## src/rtl/shf_pkg.sv

```systemverilog
package shf_pkg;
  // Operation code: bit 0 = direction, bits 2:1 = kind
  typedef enum logic [2:0] {
    OP_SHL = 3'b000,
    OP_SHR = 3'b001,
    OP_ASL = 3'b010,
    OP_ASR = 3'b011,
    OP_ROL = 3'b100,
    OP_ROR = 3'b101,
    OP_RCL = 3'b110,
    OP_RCR = 3'b111
  } shf_op_e;

  localparam logic [1:0] KIND_LOGIC = 2'b00;
  localparam logic [1:0] KIND_ARITH = 2'b01;
  localparam logic [1:0] KIND_ROT   = 2'b10;
  localparam logic [1:0] KIND_RCARRY = 2'b11;
endpackage

```

## src/rtl/shf_aocell.sv

```systemverilog
module shf_aocell (
  input  logic c1,
  input  logic in1,
  input  logic c2,
  input  logic in2,
  output logic f
);
  assign f = (c1 & in1) | (c2 & in2);
endmodule

```

## src/rtl/shf_steer.sv

```systemverilog
// Direction steering rank: passes the word straight or bit-reversed.
module shf_steer #(
  parameter int WIDTH = 16
) (
  input  logic [WIDTH-1:0] d,
  input  logic             fwd,
  input  logic             rev,
  output logic [WIDTH-1:0] y
);
  for (genvar i = 0; i < WIDTH; i++) begin : g_bit
    shf_aocell u_cell (
      .c1 (fwd),
      .in1(d[i]),
      .c2 (rev),
      .in2(d[WIDTH-1-i]),
      .f  (y[i])
    );
  end
endmodule

```

## src/rtl/shf_ctrl.sv

```systemverilog
// Control decoder: turns operation code and distance into cell select pairs.
module shf_ctrl
  import shf_pkg::*;
#(
  parameter int WIDTH = 16,
  localparam int AMT_W = $clog2(WIDTH),
  localparam int LANES = WIDTH + 1
) (
  input  logic [2:0]                  op,
  input  logic [AMT_W-1:0]            amt,
  input  logic                        sign_bit,
  output logic                        steer_fwd,
  output logic                        steer_rev,
  output logic [AMT_W-1:0][LANES-1:0] hold,
  output logic [AMT_W-1:0][LANES-1:0] move,
  output logic                        wrap_r17,
  output logic                        wrap_r16,
  output logic                        wrap_fill,
  output logic                        fill_bit,
  output logic                        co_lane0,
  output logic                        co_ltop
);
  logic [1:0] kind;
  logic       right;

  assign kind      = op[2:1];
  assign right     = op[0];
  assign steer_fwd = ~right;
  assign steer_rev = right;
  assign wrap_r17  = (kind == KIND_RCARRY);
  assign wrap_r16  = (kind == KIND_ROT);
  assign wrap_fill = ~kind[1];
  assign fill_bit  = (kind == KIND_ARITH) & right & sign_bit;

  // Plain rotate keeps the carry lane parked; it wraps the 16 data lanes only.
  for (genvar s = 0; s < AMT_W; s++) begin : g_stage
    for (genvar j = 0; j < LANES; j++) begin : g_lane
      if (j == LANES - 1) begin : g_top
        assign hold[s][j] = ~amt[s] | wrap_r16;
        assign move[s][j] = amt[s] & ~wrap_r16;
      end else begin : g_data
        assign hold[s][j] = ~amt[s];
        assign move[s][j] = amt[s];
      end
    end
  end

  // Plain rotate with a nonzero distance takes carry from the wrapped end lane.
  assign co_lane0 = wrap_r16 & (|amt);
  assign co_ltop  = ~co_lane0;
endmodule

```

## src/rtl/shf_rank.sv

```systemverilog
// One distance rank: each lane holds or takes the lane DIST below it;
// lanes below DIST take a mode-selected wrap source.
module shf_rank #(
  parameter int LANES = 17,
  parameter int DIST  = 1
) (
  input  logic [LANES-1:0] v,
  input  logic [LANES-1:0] hold,
  input  logic [LANES-1:0] move,
  input  logic             wrap_r17,
  input  logic             wrap_r16,
  input  logic             wrap_fill,
  input  logic             fill_bit,
  output logic [LANES-1:0] y
);
  for (genvar j = 0; j < LANES; j++) begin : g_lane
    logic src;
    if (j >= DIST) begin : g_inner
      assign src = v[j-DIST];
    end else begin : g_wrap
      assign src = (wrap_r17 & v[LANES+j-DIST])
                 | (wrap_r16 & v[LANES-1+j-DIST])
                 | (wrap_fill & fill_bit);
    end
    shf_aocell u_cell (
      .c1 (hold[j]),
      .in1(v[j]),
      .c2 (move[j]),
      .in2(src),
      .f  (y[j])
    );
  end
endmodule

```

## src/rtl/shf_unit.sv

```systemverilog
module shf_unit #(
  parameter int WIDTH = 16,
  localparam int AMT_W = $clog2(WIDTH)
) (
  input  logic [WIDTH-1:0] operand_i,
  input  logic [AMT_W-1:0] amount_i,
  input  logic [2:0]       op_i,
  input  logic             carry_i,
  output logic [WIDTH-1:0] result_o,
  output logic             carry_o
);
  localparam int LANES = WIDTH + 1;

  logic                        steer_fwd, steer_rev;
  logic [AMT_W-1:0][LANES-1:0] hold, move;
  logic                        wrap_r17, wrap_r16, wrap_fill, fill_bit;
  logic                        co_lane0, co_ltop;
  logic [WIDTH-1:0]            steered;
  logic [LANES-1:0]            lane_v [AMT_W+1];

  shf_ctrl #(.WIDTH(WIDTH)) u_ctrl (
    .op       (op_i),
    .amt      (amount_i),
    .sign_bit (operand_i[WIDTH-1]),
    .steer_fwd(steer_fwd),
    .steer_rev(steer_rev),
    .hold     (hold),
    .move     (move),
    .wrap_r17 (wrap_r17),
    .wrap_r16 (wrap_r16),
    .wrap_fill(wrap_fill),
    .fill_bit (fill_bit),
    .co_lane0 (co_lane0),
    .co_ltop  (co_ltop)
  );

  shf_steer #(.WIDTH(WIDTH)) u_steer_in (
    .d  (operand_i),
    .fwd(steer_fwd),
    .rev(steer_rev),
    .y  (steered)
  );

  assign lane_v[0] = {carry_i, steered};

  for (genvar s = 0; s < AMT_W; s++) begin : g_rank
    shf_rank #(.LANES(LANES), .DIST(1 << s)) u_rank (
      .v        (lane_v[s]),
      .hold     (hold[s]),
      .move     (move[s]),
      .wrap_r17 (wrap_r17),
      .wrap_r16 (wrap_r16),
      .wrap_fill(wrap_fill),
      .fill_bit (fill_bit),
      .y        (lane_v[s+1])
    );
  end

  shf_steer #(.WIDTH(WIDTH)) u_steer_out (
    .d  (lane_v[AMT_W][WIDTH-1:0]),
    .fwd(steer_fwd),
    .rev(steer_rev),
    .y  (result_o)
  );

  shf_aocell u_co (
    .c1 (co_lane0),
    .in1(lane_v[AMT_W][0]),
    .c2 (co_ltop),
    .in2(lane_v[AMT_W][LANES-1]),
    .f  (carry_o)
  );
endmodule

```

## config.mk

```make
export PLATFORM = sky130hd
export DESIGN_NAME = shf_unit
export DESIGN_NICKNAME = d
export VERILOG_FILES = /design/src/rtl/shf_pkg.sv /design/src/rtl/shf_aocell.sv /design/src/rtl/shf_steer.sv /design/src/rtl/shf_ctrl.sv /design/src/rtl/shf_rank.sv /design/src/rtl/shf_unit.sv
export SDC_FILE = /design/constraint.sdc
export NUM_CORES = 1
export LEC_CHECK = 0
export ABC_CLOCK_PERIOD_IN_PS = 3290
export CAP_MARGIN = 20
export CORE_UTILIZATION = 45
export DETAILED_ROUTE_END_ITERATION = 7
export DONT_BUFFER_PORTS = 1
export PLACE_DENSITY = 0.65
export SLEW_MARGIN = 10
export SYNTH_ARGS = -nofsm -noshare
export SYNTH_HDL_FRONTEND = slang
export SYNTH_SLANG_ARGS = --single-unit
```

## constraint.sdc

```tcl
create_clock -name vclk -period 3.29
set_clock_uncertainty 0.1 [all_clocks]
set_input_delay 0.1645 -clock vclk [all_inputs]
set_output_delay 0.1645 -clock vclk [all_outputs]
set_load 0.005 [all_outputs]
```

Yosys cells after proc, flatten, opt, wreduce, memory -nomap -nowiden
Index checks and enable logic that the tools add are counted.
- logic and storage cells: 387
- output and inout port bits: 17
- flip-flop bits (word level): 0
- input port bits: 24
- reductions and logical operators: 1
- equal/unequal tests: 3
- bitwise operators: 383
- operator list (operator ; count):
    AND 1 bit ; 240
    OR 1 bit ; 135
    NOT 1 bit ; 8
    == test 2 bit, second input constant ; 2
    OR reduction 4 bit ; 1
    == test 2 x 1 -> 1 bit, second input constant ; 1

Longest topological paths before layout
- depth after elaboration: 16
- depth in mapped cells: 10
- depth with buffers taken out: 6

Cells and area by module
Synthesis repeated with hierarchy kept, for this count alone.
- cells, all modules: 283
- area total of the unflattened synthesis: 2173.3 um^2
- by module, submodules not included (module ; instances ; cells each ; sequential area each (um^2) ; area each (um^2)):
    shf_ctrl ; 1 ; 145 ; 0.0 ; 1063.5
    shf_aocell ; 101 ; 1 ; 0.0 ; 8.8
    shf_rank at g_rank[3].u_rank ; 1 ; 20 ; 0.0 ; 132.6
    shf_rank at g_rank[2].u_rank ; 1 ; 10 ; 0.0 ; 50.0
    shf_rank at g_rank[1].u_rank ; 1 ; 5 ; 0.0 ; 28.8
    shf_rank at g_rank[0].u_rank ; 1 ; 2 ; 0.0 ; 13.8

Worst setup path after synthesis
No wires, ideal clock.
- path kind: input port to output port
- start: input port op_i[0]
- end: output port result_o[6]
- cell stages on the path: 7
- setup slack: 872 ps
- arrival time: 2153 ps
- buffers on the path: 2
- data required time: 3025 ps
- cell sequence: buf_6 > mux4_2 > mux2_2 > mux2_4 > a2bb2o_4 > mux4_2 > buf_4
- longest elaborated chain between the ends: 16
- elaborated cells between the ends (all ways): 171
- classes of those cells: bitwise (171)
- RTL lines (what ; line ; source):
    start: declaration ; shf_unit.sv:7 ; input logic [2:0] op_i,
    NOT 1 bit ; shf_ctrl.sv:28 ; assign steer_fwd = ~right;
    AND 1 bit ; shf_aocell.sv:8 ; assign f = (c1 & in1) | (c2 & in2);
    OR 1 bit ; shf_aocell.sv:8 ;
    AND 1 bit (on tied branches) ; shf_rank.sv:22, shf_aocell.sv:8 ;
    OR 1 bit (on tied branches) ; shf_rank.sv:22, shf_aocell.sv:8 ;
    OR 1 bit (tied with other cells) ; shf_rank.sv:23 ; | (wrap_fill & fill_bit);
    AND 1 bit (tied with other cells) ; shf_aocell.sv:8 ;
    OR 1 bit (tied with other cells) ; shf_aocell.sv:8 ;
    AND 1 bit (tied with other cells) ; shf_aocell.sv:8 ;
    OR 1 bit (tied with other cells) ; shf_aocell.sv:8 ;
    AND 1 bit / OR 1 bit (equally long branches) ; shf_aocell.sv:8, shf_rank.sv:22 ;
    OR 1 bit (on tied branches) ; shf_aocell.sv:8, shf_rank.sv:23 ;
    AND 1 bit ; shf_aocell.sv:8 ;
    OR 1 bit ; shf_aocell.sv:8 ;
    AND 1 bit ; shf_aocell.sv:8 ;
    OR 1 bit (*) ; shf_aocell.sv:8 ;
    end: declaration ; shf_unit.sv:9 ; output logic [WIDTH-1:0] result_o,
Every way passes the cells marked *; elsewhere a longest branch is shown, timed or not.

Worst setup path after layout
- start: input port op_i[1]
- end: output port result_o[3]
- longest elaborated chain between the ends: 16
- elaborated cells between the ends (all ways): 50
- classes of those cells: eq/ne (3); bitwise (47)
- RTL lines (what ; line ; source):
    == test 2 bit ; shf_ctrl.sv:31 ; assign wrap_r16 = (kind == KIND_ROT);
    NOT 1 bit ; shf_ctrl.sv:40 ; assign move[s][j] = amt[s] & ~wrap_r16;
    AND 1 bit ; shf_ctrl.sv:40 ;
    AND 1 bit ; shf_aocell.sv:8 ;
    OR 1 bit ; shf_aocell.sv:8 ;
    AND 1 bit ; shf_aocell.sv:8 ;
    OR 1 bit ; shf_aocell.sv:8 ;
    AND 1 bit ; shf_rank.sv:21 ; assign src = (wrap_r17 & v[LANES+j-DIST])
    OR 1 bit ; shf_rank.sv:22 ; | (wrap_r16 & v[LANES-1+j-DIST])
    OR 1 bit ; shf_rank.sv:23 ;
    AND 1 bit ; shf_aocell.sv:8 ;
    OR 1 bit ; shf_aocell.sv:8 ;
    AND 1 bit ; shf_aocell.sv:8 ;
    OR 1 bit ; shf_aocell.sv:8 ;
    AND 1 bit ; shf_aocell.sv:8 ;
    OR 1 bit (*) ; shf_aocell.sv:8 ;
Marks and branches as above.

==> qor.yml <==
status: "completed"
rows: 23
diodes: 0
finalMaxSlewViolations: 0
vdd_ir_drop_max_v: 0.00006646
seq_area_frac_synth: 0
die_x_um: 66.35
syn_area_mm2: 0.001863
setup_violations: 0
layout.area.seq_um2: 0
yosys.area_share.simple: 0.1336
clkbuf_count: 0
power.share.switching: 0.4989
grt_pass1_wl_um: 7879
syn_to_final_growth_pct: -8.932
antenna_found_initial: 0
hold_end: "result_o[1]"
dieArea_mm2: 0.004402
grt_pass1_vias: 1532
powerDensity_mw_per_mm2: 167.7
synth_top_cell_by_area: "mux4_2"
placed_area_mm2: 0.001697
rsz0062_at_grt: "no"
crit_fanout: 16
cts_resized: 0
nFillCells: 401
synth-xor-area-share: 0.004701
seq_power_share: 0
die_h_um: 66.35
synth_fa_ha_area_frac: 0
drt-total-wl_um: 4757
grt_max_degree: 53
first_iter_violations: 121
slew_headroom: 0.5120
cp.required_ns: 3.03
routed_via_density: 7.319
power.leakage_nw: 0.6244
switching_power_uw: 142.0
ys.warnings.count: 0
hold_buffers: 0
crit_path_frequent_cell: "a31oi_1"
yosys.area.top_type_share: 0.2176
period_needed_ns: 2.384
power_frac_comb: 1.000
postRouteAntennaNets: 0
wl_per_cell_um: 20.50
portBuffers: 0
endpoint_kind: "primary output"
ys_top_cells_by_area: "mux4_2 (22%), mux2i_1 (13%), mux2_2 (9.7%)"
worstSetupPathType: "in -> out"
synth-compound-area-share: 0.2532
drc: 0
maxCapViolations: 0
hold_path_class: "in -> out"
synthMuxAreaShare: 0.4654
min_delay_path_depth: 1
critical-path-top-delay-family: "compound AO/OA/AOI/OAI gates"
critical_path_depth: 6
path_cells: "nand2b_1, a31oi_1, o221ai_1, o311ai_0, a31oi_1, a211oi_1"
worst-path-buf-inv: 0
final_area_mm2: 0.001697
gp_congestion: 0.9280
core_mm2: 0.004000
dp_hpwl_um: 3616
fin_setup_tns_ns: 0
clockPowerShare: 0
nets: 208
synth_top_family_by_area: "multiplexers"
layout-drive-gt1-share: 0.2198
fin_crit_sh: 0.7247
overflow: 0
cts_setup_buffers: 0
syn_avg_cell_area_um2: 8.430
gr-usage-all-layers: 0.2244
fmax_ghz: 0.4194
slowest_delay_ns: 0.65
synth_fp_nets: 245
holdCritStartpoint: "amount_i[3]"
synth.distinct_cells: 57
syn_inst: 221
hold_viol_final: 0
nFlopsAndLatches: 0
power_uw: 284.6
critPathLaunchType: "input port"
start_util: 0.4657
ioPinCount: 41
vias: 1698
dr.pass1.iters: 4
slowest_stage: "o311ai_0"
arrival_ns: 2.12
power.internal_uw: 142.6
worstMarginPinSlew_ns: 0.7229
-- power by group through the flow --
stage | Combinational, mW | Sequential [mW] | Clock [mW]
global placement | 0.281 | 0 | 0
finish | 0.285 | 0 | 0
global route | 0.312 | 0 | 0
CTS | 0.283 | 0 | 0
floorplan | 0.302 | 0 | 0
detailed placement | 0.281 | 0 | 0
-- final cells by class --
cell class,instances,area [um2],area share
well taps,50,62.56,0.03687
multi-input cells,172,1597,0.9410
inverters,10,37.54,0.02212
-- layout by cell type, fill, tap and decap left out, types with 2 or more instances in the layout --
cell type	instances
nand2_1	14
a211oi_1	4
o2bb2ai_1	3
o21ai_0	11
a31oi_1	4
nor2_1	10
o21a_1	3
and4b_1	2
mux4_2	18
mux2_2	16
o32ai_1	2
nand4_1	2
a21oi_1	7
o221ai_1	4
nand2b_1	2
mux2i_1	24
inv_1	9
a221oi_1	2
nor3_1	5
o22ai_1	7
a211o_1	2
-- metrics by stage --
stage | setup slack [ns] | util | hold WS, ns | instances
3_3_place_gp | 0.9712 | 0.4241 | 0.2875 | 232
5_1_grt | 0.6703 | 0.4241 | 0.2944 | 232
2_1_floorplan | 0.8722 | - | 0.5945 | 221
3_5_place_dp | 0.9048 | 0.4241 | 0.2869 | 232
6_report | 0.9056 | 0.4241 | 0.2894 | 232
4_1_cts | 0.9019 | 0.4241 | 0.2872 | 232
-- routing by layer --
| layer | share of wire | up-vias | GRT usage |
|---|---|---|---|
| met5 | 0 | - | 0 |
| met1 | 0.46 | 842 | 0.3225 |
| met2 | 0.48 | 58 | 0.3648 |
| li1 | - | 794 | - |
| met4 | 0.0065 | 0 | 0.03723 |
| met3 | 0.055 | 4 | 0.02241 |
-- how the worst max path moves through the flow --
| stage | start | endpoint | slack, ns |
|---|---|---|---|
| final | op_i[1] | result_o[3] | 0.91 |
| after global routing | op_i[1] | result_o[12] | 0.67 |
| after CTS | op_i[1] | result_o[3] | 0.90 |
| after global placement | op_i[1] | result_o[12] | 0.97 |
| after detailed placement | op_i[1] | result_o[3] | 0.90 |
| after floorplan | op_i[0] | result_o[6] | 0.87 |
-- cell usage after synthesis, types with 4 or more instances --
library cell   n
mux2_2        16
o22ai_1        7
inv_1          9
a211oi_1       4
clkbuf_1      14
o21ai_0       11
o221ai_1       4
a31oi_1        4
nor2_1        10
nand2_1       14
mux4_2        18
mux2i_1       24
nor3_1         5
buf_4         19
a21oi_1        7
-- kinds of logic (layout without fill, tap and decap cells) --
kind of cell	count (synthesis)	count (layout)
AO/OA/AOI/OAI	64	64
multiplexers	60	60
buffers and inverters	49	10
AND/OR/NAND/NOR	47	47
XOR/XNOR	1	1
Power figures use the tool's default switching activity.
